[src/rtl/sc_pkg.sv]
package sc_pkg;

    // primary opcodes
    localparam logic [5:0] OPC_SPECIAL = 6'h00;
    localparam logic [5:0] OPC_JMP     = 6'h02;
    localparam logic [5:0] OPC_JAL     = 6'h03;
    localparam logic [5:0] OPC_BEQ     = 6'h04;
    localparam logic [5:0] OPC_BNE     = 6'h05;
    localparam logic [5:0] OPC_ADDI    = 6'h08;
    localparam logic [5:0] OPC_LOAD    = 6'h23;
    localparam logic [5:0] OPC_STORE   = 6'h2B;

    // function codes under OPC_SPECIAL
    localparam logic [5:0] FN_SLL = 6'h00;
    localparam logic [5:0] FN_SRL = 6'h02;
    localparam logic [5:0] FN_JR  = 6'h08;
    localparam logic [5:0] FN_ADD = 6'h20;
    localparam logic [5:0] FN_SUB = 6'h22;
    localparam logic [5:0] FN_AND = 6'h24;
    localparam logic [5:0] FN_OR  = 6'h25;
    localparam logic [5:0] FN_SLT = 6'h2A;

    typedef enum logic [2:0] {
        ALU_ADD,
        ALU_SUB,
        ALU_AND,
        ALU_OR,
        ALU_SLT,
        ALU_SLL,
        ALU_SRL
    } alu_op_e;

    typedef enum logic [1:0] {
        WB_ALU,
        WB_MEM,
        WB_LINK
    } wb_sel_e;

    typedef enum logic [1:0] {
        DST_RT,
        DST_RD,
        DST_LINK
    } dst_sel_e;

    typedef enum logic [2:0] {
        NPC_SEQ,
        NPC_BEQ,
        NPC_BNE,
        NPC_JUMP,
        NPC_REG
    } npc_sel_e;

    typedef struct packed {
        logic     valid;
        logic     reg_we;
        dst_sel_e dst;
        alu_op_e  alu_op;
        logic     imm_b;
        logic     mem_rd;
        logic     mem_wr;
        wb_sel_e  wb;
        npc_sel_e npc;
    } ctrl_t;

endpackage

[src/rtl/sc_decode.sv]
module sc_decode
    import sc_pkg::*;
(
    input  logic [5:0] opcode,
    input  logic [5:0] funct,
    output ctrl_t      ctrl
);

    always_comb begin
        ctrl        = '0;
        ctrl.valid  = 1'b1;
        ctrl.dst    = DST_RT;
        ctrl.alu_op = ALU_ADD;
        ctrl.wb     = WB_ALU;
        ctrl.npc    = NPC_SEQ;
        unique case (opcode)
            OPC_SPECIAL: begin
                ctrl.reg_we = 1'b1;
                ctrl.dst    = DST_RD;
                unique case (funct)
                    FN_SLL: ctrl.alu_op = ALU_SLL;
                    FN_SRL: ctrl.alu_op = ALU_SRL;
                    FN_ADD: ctrl.alu_op = ALU_ADD;
                    FN_SUB: ctrl.alu_op = ALU_SUB;
                    FN_AND: ctrl.alu_op = ALU_AND;
                    FN_OR:  ctrl.alu_op = ALU_OR;
                    FN_SLT: ctrl.alu_op = ALU_SLT;
                    FN_JR: begin
                        ctrl.reg_we = 1'b0;
                        ctrl.npc    = NPC_REG;
                    end
                    default: begin
                        ctrl.valid  = 1'b0;
                        ctrl.reg_we = 1'b0;
                    end
                endcase
            end
            OPC_ADDI: begin
                ctrl.reg_we = 1'b1;
                ctrl.imm_b  = 1'b1;
            end
            OPC_LOAD: begin
                ctrl.reg_we = 1'b1;
                ctrl.imm_b  = 1'b1;
                ctrl.mem_rd = 1'b1;
                ctrl.wb     = WB_MEM;
            end
            OPC_STORE: begin
                ctrl.imm_b  = 1'b1;
                ctrl.mem_wr = 1'b1;
            end
            OPC_BEQ: begin
                ctrl.alu_op = ALU_SUB;
                ctrl.npc    = NPC_BEQ;
            end
            OPC_BNE: begin
                ctrl.alu_op = ALU_SUB;
                ctrl.npc    = NPC_BNE;
            end
            OPC_JMP: ctrl.npc = NPC_JUMP;
            OPC_JAL: begin
                ctrl.npc    = NPC_JUMP;
                ctrl.reg_we = 1'b1;
                ctrl.dst    = DST_LINK;
                ctrl.wb     = WB_LINK;
            end
            default: ctrl.valid = 1'b0;
        endcase
    end

endmodule

[src/rtl/sc_alu.sv]
module sc_alu
    import sc_pkg::*;
#(
    parameter  int XLEN = 32,
    localparam int SHW  = $clog2(XLEN)
) (
    input  alu_op_e         op,
    input  logic [XLEN-1:0] a,
    input  logic [XLEN-1:0] b,
    input  logic [SHW-1:0]  shamt,
    output logic [XLEN-1:0] y,
    output logic            zero
);

    logic [XLEN-1:0] diff;

    always_comb begin
        diff = a - b;
        unique case (op)
            ALU_ADD: y = a + b;
            ALU_SUB: y = diff;
            ALU_AND: y = a & b;
            ALU_OR:  y = a | b;
            ALU_SLT: y = {{(XLEN-1){1'b0}}, ($signed(a) < $signed(b))};
            ALU_SLL: y = b << shamt;
            ALU_SRL: y = b >> shamt;
            default: y = '0;
        endcase
        zero = (diff == '0);
    end

endmodule

[src/rtl/sc_nextpc.sv]
module sc_nextpc
    import sc_pkg::*;
#(
    parameter int XLEN = 32
) (
    input  logic [XLEN-1:0] pc_q,
    input  npc_sel_e        sel,
    input  logic            operands_equal,
    input  logic [15:0]     imm,
    input  logic [25:0]     target,
    input  logic [XLEN-1:0] rs_val,
    output logic [XLEN-1:0] pc_plus4,
    output logic [XLEN-1:0] pc_next
);

    logic [XLEN-1:0] branch_off;
    logic [XLEN-1:0] branch_tgt;
    logic [XLEN-1:0] jump_tgt;

    always_comb begin
        pc_plus4   = pc_q + XLEN'(4);
        branch_off = {{(XLEN-18){imm[15]}}, imm, 2'b00};
        branch_tgt = pc_plus4 + branch_off;
        jump_tgt   = {pc_plus4[XLEN-1:28], target, 2'b00};
        unique case (sel)
            NPC_BEQ:  pc_next = operands_equal ? branch_tgt : pc_plus4;
            NPC_BNE:  pc_next = operands_equal ? pc_plus4 : branch_tgt;
            NPC_JUMP: pc_next = jump_tgt;
            NPC_REG:  pc_next = rs_val;
            default:  pc_next = pc_plus4;
        endcase
    end

endmodule

[src/rtl/sc_regfile.sv]
module sc_regfile #(
    parameter  int XLEN      = 32,
    parameter  int REG_COUNT = 32,
    localparam int REG_AW    = $clog2(REG_COUNT)
) (
    input  logic              clk,
    input  logic              srst_n,
    input  logic [REG_AW-1:0] ra_addr,
    input  logic [REG_AW-1:0] rb_addr,
    output logic [XLEN-1:0]   ra_data,
    output logic [XLEN-1:0]   rb_data,
    input  logic              we,
    input  logic [REG_AW-1:0] waddr,
    input  logic [XLEN-1:0]   wdata
);

    logic [XLEN-1:0] regs_d [REG_COUNT];
    logic [XLEN-1:0] regs_q [REG_COUNT];

    always_comb begin
        regs_d = regs_q;
        if (!srst_n) begin
            for (int i = 0; i < REG_COUNT; i++) begin
                regs_d[i] = '0;
            end
        end else if (we && waddr != '0) begin
            regs_d[waddr] = wdata;
        end
    end

    always_ff @(posedge clk) begin
        regs_q <= regs_d;
    end

    assign ra_data = regs_q[ra_addr];
    assign rb_data = regs_q[rb_addr];

    // the zero register never holds anything else
    assert_zero_reg_R8: assert property (@(posedge clk) disable iff (!srst_n)
        regs_q[0] == '0);

    // an accepted write is visible at the following cycle
    assert_write_lands_R3: assert property (@(posedge clk) disable iff (!srst_n)
        (we && waddr != '0) |=> regs_q[$past(waddr)] == $past(wdata));

endmodule

[src/rtl/sc_core.sv]
module sc_core
    import sc_pkg::*;
#(
    parameter  int          XLEN      = 32,
    parameter  int          REG_COUNT = 32,
    parameter  int          DMEM_AW   = 7,
    parameter  logic [31:0] RESET_PC  = 32'h0,
    localparam int          REG_AW    = $clog2(REG_COUNT),
    localparam int          SHW       = $clog2(XLEN)
) (
    input  logic               clk,
    input  logic               srst_n,
    output logic [XLEN-1:0]    instr_addr,
    input  logic [31:0]        instr_word,
    output logic               dmem_sel_n,
    output logic               dmem_wr_n,
    output logic               dmem_rd_n,
    output logic [DMEM_AW-1:0] dmem_widx,
    output logic [XLEN-1:0]    dmem_wdata,
    input  logic [XLEN-1:0]    dmem_rdata
);

    typedef struct packed {
        logic [XLEN-1:0] pc;
    } core_state_t;

    core_state_t st_d;
    core_state_t st_q;

    // instruction fields
    logic [5:0]        f_op;
    logic [5:0]        f_fn;
    logic [REG_AW-1:0] f_rs;
    logic [REG_AW-1:0] f_rt;
    logic [REG_AW-1:0] f_rd;
    logic [SHW-1:0]    f_sh;
    logic [15:0]       f_imm;
    logic [25:0]       f_tgt;

    assign f_op  = instr_word[31:26];
    assign f_rs  = instr_word[25:21];
    assign f_rt  = instr_word[20:16];
    assign f_rd  = instr_word[15:11];
    assign f_sh  = instr_word[10:6];
    assign f_fn  = instr_word[5:0];
    assign f_imm = instr_word[15:0];
    assign f_tgt = instr_word[25:0];

    ctrl_t             ctrl;
    logic [XLEN-1:0]   rs_data;
    logic [XLEN-1:0]   rt_data;
    logic [XLEN-1:0]   imm_sext;
    logic [XLEN-1:0]   alu_b;
    logic [XLEN-1:0]   alu_y;
    logic              alu_zero;
    logic [XLEN-1:0]   pc_plus4;
    logic [XLEN-1:0]   pc_next;
    logic              rf_we;
    logic [REG_AW-1:0] rf_waddr;
    logic [XLEN-1:0]   rf_wdata;

    sc_decode u_decode (
        .opcode (f_op),
        .funct  (f_fn),
        .ctrl   (ctrl)
    );

    sc_regfile #(
        .XLEN      (XLEN),
        .REG_COUNT (REG_COUNT)
    ) u_regfile (
        .clk     (clk),
        .srst_n  (srst_n),
        .ra_addr (f_rs),
        .rb_addr (f_rt),
        .ra_data (rs_data),
        .rb_data (rt_data),
        .we      (rf_we),
        .waddr   (rf_waddr),
        .wdata   (rf_wdata)
    );

    assign imm_sext = {{(XLEN-16){f_imm[15]}}, f_imm};
    assign alu_b    = ctrl.imm_b ? imm_sext : rt_data;

    sc_alu #(
        .XLEN (XLEN)
    ) u_alu (
        .op    (ctrl.alu_op),
        .a     (rs_data),
        .b     (alu_b),
        .shamt (f_sh),
        .y     (alu_y),
        .zero  (alu_zero)
    );

    sc_nextpc #(
        .XLEN (XLEN)
    ) u_nextpc (
        .pc_q           (st_q.pc),
        .sel            (ctrl.npc),
        .operands_equal (alu_zero),
        .imm            (f_imm),
        .target         (f_tgt),
        .rs_val         (rs_data),
        .pc_plus4       (pc_plus4),
        .pc_next        (pc_next)
    );

    // write-back selection
    always_comb begin
        rf_we = srst_n && ctrl.reg_we;
        unique case (ctrl.dst)
            DST_RD:   rf_waddr = f_rd;
            DST_LINK: rf_waddr = REG_AW'(REG_COUNT - 1);
            default:  rf_waddr = f_rt;
        endcase
        unique case (ctrl.wb)
            WB_MEM:  rf_wdata = dmem_rdata;
            WB_LINK: rf_wdata = pc_plus4;
            default: rf_wdata = alu_y;
        endcase
    end

    // next state
    always_comb begin
        st_d = st_q;
        if (!srst_n) begin
            st_d.pc = XLEN'(RESET_PC);
        end else begin
            st_d.pc = pc_next;
        end
    end

    always_ff @(posedge clk) begin
        st_q <= st_d;
    end

    assign instr_addr = st_q.pc;
    assign dmem_sel_n = !(srst_n && (ctrl.mem_rd || ctrl.mem_wr));
    assign dmem_wr_n  = !(srst_n && ctrl.mem_wr);
    assign dmem_rd_n  = !dmem_wr_n;
    assign dmem_widx  = alu_y[DMEM_AW+1:2];
    assign dmem_wdata = rt_data;

    // reset puts the PC at its start address
    assert_reset_pc_R1: assert property (@(posedge clk)
        !srst_n |=> instr_addr == XLEN'(RESET_PC));

    // no memory strobe while reset is held
    assert_reset_quiet_R1: assert property (@(posedge clk)
        !srst_n |-> (dmem_sel_n && dmem_wr_n));

    // straight-line instructions step by one word
    assert_seq_pc_R2: assert property (@(posedge clk) disable iff (!srst_n)
        (ctrl.npc == NPC_SEQ) |=> instr_addr == $past(instr_addr) + XLEN'(4));

    // a write is always a selected access
    assert_write_selected_R7: assert property (@(posedge clk) disable iff (!srst_n)
        !dmem_wr_n |-> !dmem_sel_n);

    // taken inequality branch lands on the relative target
    assert_bne_target_R9: assert property (@(posedge clk) disable iff (!srst_n)
        (ctrl.npc == NPC_BNE && rs_data != rt_data)
        |=> instr_addr == $past(instr_addr) + XLEN'(4) + ($past(imm_sext) << 2));

    // absolute jumps keep the upper nibble of the sequential address
    assert_jump_target_R10: assert property (@(posedge clk) disable iff (!srst_n)
        (ctrl.npc == NPC_JUMP)
        |=> instr_addr == {$past(pc_plus4[XLEN-1:28]), $past(f_tgt), 2'b00});

    // register jump follows rs
    assert_reg_jump_R11: assert property (@(posedge clk) disable iff (!srst_n)
        (ctrl.npc == NPC_REG) |=> instr_addr == $past(rs_data));

    // unrecognised encodings touch nothing
    assert_illegal_quiet_R12: assert property (@(posedge clk) disable iff (!srst_n)
        !ctrl.valid |-> (dmem_sel_n && dmem_wr_n && !rf_we));

endmodule

[config.mk]
export PLATFORM = sky130hd
export DESIGN_NAME = sc_core
export DESIGN_NICKNAME = d
export VERILOG_FILES = /design/src/rtl/sc_pkg.sv /design/src/rtl/sc_decode.sv /design/src/rtl/sc_alu.sv /design/src/rtl/sc_nextpc.sv /design/src/rtl/sc_regfile.sv /design/src/rtl/sc_core.sv
export SDC_FILE = /design/constraint.sdc
export NUM_CORES = 2
export LEC_CHECK = 0
export BUFFER_PORTS_ARGS = -buffer_cell sky130_fd_sc_hd__buf_2
export CAP_MARGIN = 5
export CORE_AREA = 5 5 442 444
export DETAILED_ROUTE_END_ITERATION = 16
export DIE_AREA = 0 0 447 449
export PLACE_DENSITY_LB_ADDON = 0.25
export SYNTH_ARGS = -nofsm -noshare
export SYNTH_HDL_FRONTEND = slang
export SYNTH_SLANG_ARGS = --single-unit
[constraint.sdc]
create_clock -name clk -period 8.05 [get_ports clk]
set_input_delay 1.61 -clock clk [delete_from_list [all_inputs] [get_ports clk]]
set_output_delay 1.61 -clock clk [all_outputs]
set_load 0.1 [all_outputs]
==> results.cfg <==
[route]
avgRoutedWirePerCell_um = 32.8
drtIter0Drc = 8478
num_vias = 65613
dr.pass1.iters = 9
wl_met1_um = 134000
viasPerCell = 6.40
top_layer_used = met5
drc = 0
dr_wl_met3_um = 33400
drt-total-wl_um = 336000
ant_nets = 0
met2_length_um = 147000

[clocking]
cts_hold_buf = 0
clkLatencyLatePin_ns = 0.82
cts_buffers = 117
clkTransAtPathRegs_ns = 0.06
htreeDepth = 3
numClockSinks = 1056
clock_tree.buffer_depth = 3
cts_tree = done
ctsRootBufferMaster = clkbuf_16

[critical_path]
path_cells = buf_8 > buf_12 > buf_12 > mux4_2 > mux4_2 > mux2i_1 > buf_4 > inv_1 > ha_4 > o21a_1 > a21boi_2 > nor3_1 > nor3b_2 > buf_4 > o22ai_1 > a311o_1 > a21oi_1 > o211ai_1 > buf_6
timing.rr.end = instr_addr[3]
crit_arrival_ns = 6.29
r2r_cells = 24
slowest_stage = mux4_2
startpoint_type = input pin
r2r_slack_ns = 1.65
r2r-start = u_regfile.regs_q[490]
critical_path.max_stage_delay_ns = 0.51
end_kind = primary output
cp_max_fo = 16
worstPathRequired_ns = 6.44
path_class = input pin to primary output

[die]
die_w_um = 447
die-area_um2 = 201000
start_util_pct = 34.7
dieHeight_um = 449
rows = 161
core-area_um2 = 191000
ios = 140

[placement]
place_inst = 10018
io_buffers = 139
gp_congestion = 1.07
hpwl_um = 235000

[sta]
holdWs_ns = 0.468
fmax_ghz = 0.127
finalMaxSlewViolations = 0
rsz0062_at_grt = no
finalHoldViolations = 0
setup_viol = 0
slew_headroom_pct = 3.42
post-route-period-util_pct = 98.1
worstMarginPinSlew_ns = 1.45
skew_ns = 0.0529
period_minus_slack_ns = 7.90

[synth]
ys.flop_type = dfxtp_1
synth_seq_cells = 1056
yosysSeqAreaShare_pct = 31.8
synth.avg_cell_area_um2 = 8.94
synth.area.top_cells = dfxtp_1 32%, mux4_2 16%, mux2i_1 5.7%
syn_area_um2 = 66400
syn_inst = 7422
netlist.area_leader.share_pct = 31.8
synth-edff-count = 0
synth-async-reset-ratio_pct = 0
synth_warnings = 0
syn_nets = 7621
ys_types = 118
synth_top_area_cell = dfxtp_1

[min_path]
hold_path_class = register to register
hp-start = u_regfile.regs_q[542]
worstHoldPathCells = 2
hold_end = u_regfile.regs_q[542]

[power]
p_per_area_nw_per_um2 = 174
leakage_uw = 0.0296
ir_drop_uv = 184

[global_routing]
grt_max_degree = 231
overflow = 0
grt_pass1_vias = 62049
grt_pass1_wl_um = 472000
grt_usage_pct = 32.2
antenna_found_initial = 16

[cells_and_area]
nets = 7811
syn_to_final_growth_pct = 17.5
drive_above_1_share_pct = 22.5
final_common_cell = dfxtp_1
finalNonFillerCells = 10251
final_cell_mix = 1056 x dfxtp_1, 741 x nand2_1, 723 x nand3_1, 612 x buf_4, 589 x a21oi_1

[job]
max-cap-violations = 0

[outcome]
status = completed
-- synthesized netlist by cell type (45+ instances only) --
library cell / n
nor2_1: 394
buf_2: 62
a21oi_1: 597
clkbuf_1: 550
o21ai_0: 482
ha_1: 130
mux2_2: 58
and2_1: 62
a32o_1: 57
mux2i_1: 380
buf_1: 57
dfxtp_1: 1056
a221oi_1: 45
a22oi_1: 167
inv_1: 130
xnor2_1: 69
o21ai_1: 104
nand3_1: 723
nand2_1: 776
nor3_1: 87
o31ai_1: 135
mux4_2: 461
-- how the worst max path moves through the flow --
stage	from	to	slack, ns
3_3_place_gp	instr_word[20]	instr_addr[5]	-0.35
4_1_cts	instr_word[21]	dmem_widx[5]	0.04
3_5_place_dp	instr_word[20]	instr_addr[3]	-0.37
6_report	instr_word[21]	dmem_widx[5]	0.15
5_1_grt	instr_word[21]	dmem_widx[5]	0.0007
2_1_floorplan	instr_word[17]	dmem_widx[5]	-0.12
-- registers in the layout, summed over array words and instances (netlist names) --
register / flops
instr_addr: 32
u_regfile.regs_q: 1024
-- area by class of cell --
| type | instances | area, µm² |
|---|---|---|
| multi-input combinational | 5468 | 42000 |
| tap | 2526 | 3160 |
| inverter | 138 | 531 |
| timing repair buffer | 831 | 7010 |
| antenna | 12 | 30.0 |
| sequential | 1056 | 21100 |
| clock inverter | 51 | 692 |
| clock buffer | 169 | 3420 |
| fill | 18833 | 113000 |
-- stage by stage --
stage	setup slack [ns]	utilization [%]	area (µm²)	power (µW)	TNS (ns)
5_1_grt	0.000719	40.8	78000	13900	0
3_3_place_gp	-0.349	38.6	73800	7800	-7.45
4_1_cts	0.0365	40.7	77900	13500	0
6_report	0.153	40.8	78000	13500	0
2_1_floorplan	-0.123	-	66700	6770	-0.123
3_5_place_dp	-0.375	38.6	73800	7800	-7.36
-- cell families (layout without fill, tap and decap cells) --
family / count (synthesis) / in the layout / synth area share [%]
XOR/XNOR: 88 / 88 / 1.16
flip-flops: 1056 / 1056 / 31.8
AND/OR/NAND/NOR: 2259 / 2259 / 15.8
adder cells (fa/ha/maj): 133 / 133 / 2.54
buffers and inverters: 898 / 1189 / 6.08
AO/OA/AOI/OAI: 2084 / 2084 / 20.1
other: 0 / 12 / 0
multiplexers: 904 / 904 / 22.5
-- per-layer routing --
layer	up-vias	global-route usage, %
li1	28280	-
met1	32535	42.2
met2	3938	48.9
met3	846	6.92
met4	14	18.4
met5	-	0
-- what timing repair did --
action | CTS | global route
setup buffers | 0 | 1
resized for setup | 0 | 13
endpoints found under the setup margin | 0 | 3
-- critical path, delay by kind of cell --
kind | cells | cell delay [ns]
multiplexers | 3 | 1.18
adder cells (fa/ha/maj) | 1 | 0.33
AND/OR/NAND/NOR | 2 | 0.33
AO/OA/AOI/OAI | 6 | 1.28
buffers and inverters | 7 | 1.47
-- where the power goes --
group	leakage [µW]	switching, µW	internal, µW
combinational	0.0191	1710	802
clock	0.00202	2430	3350
sequential	0.00850	12.4	5240
No activity file was read; power rests on OpenSTA's default activity.
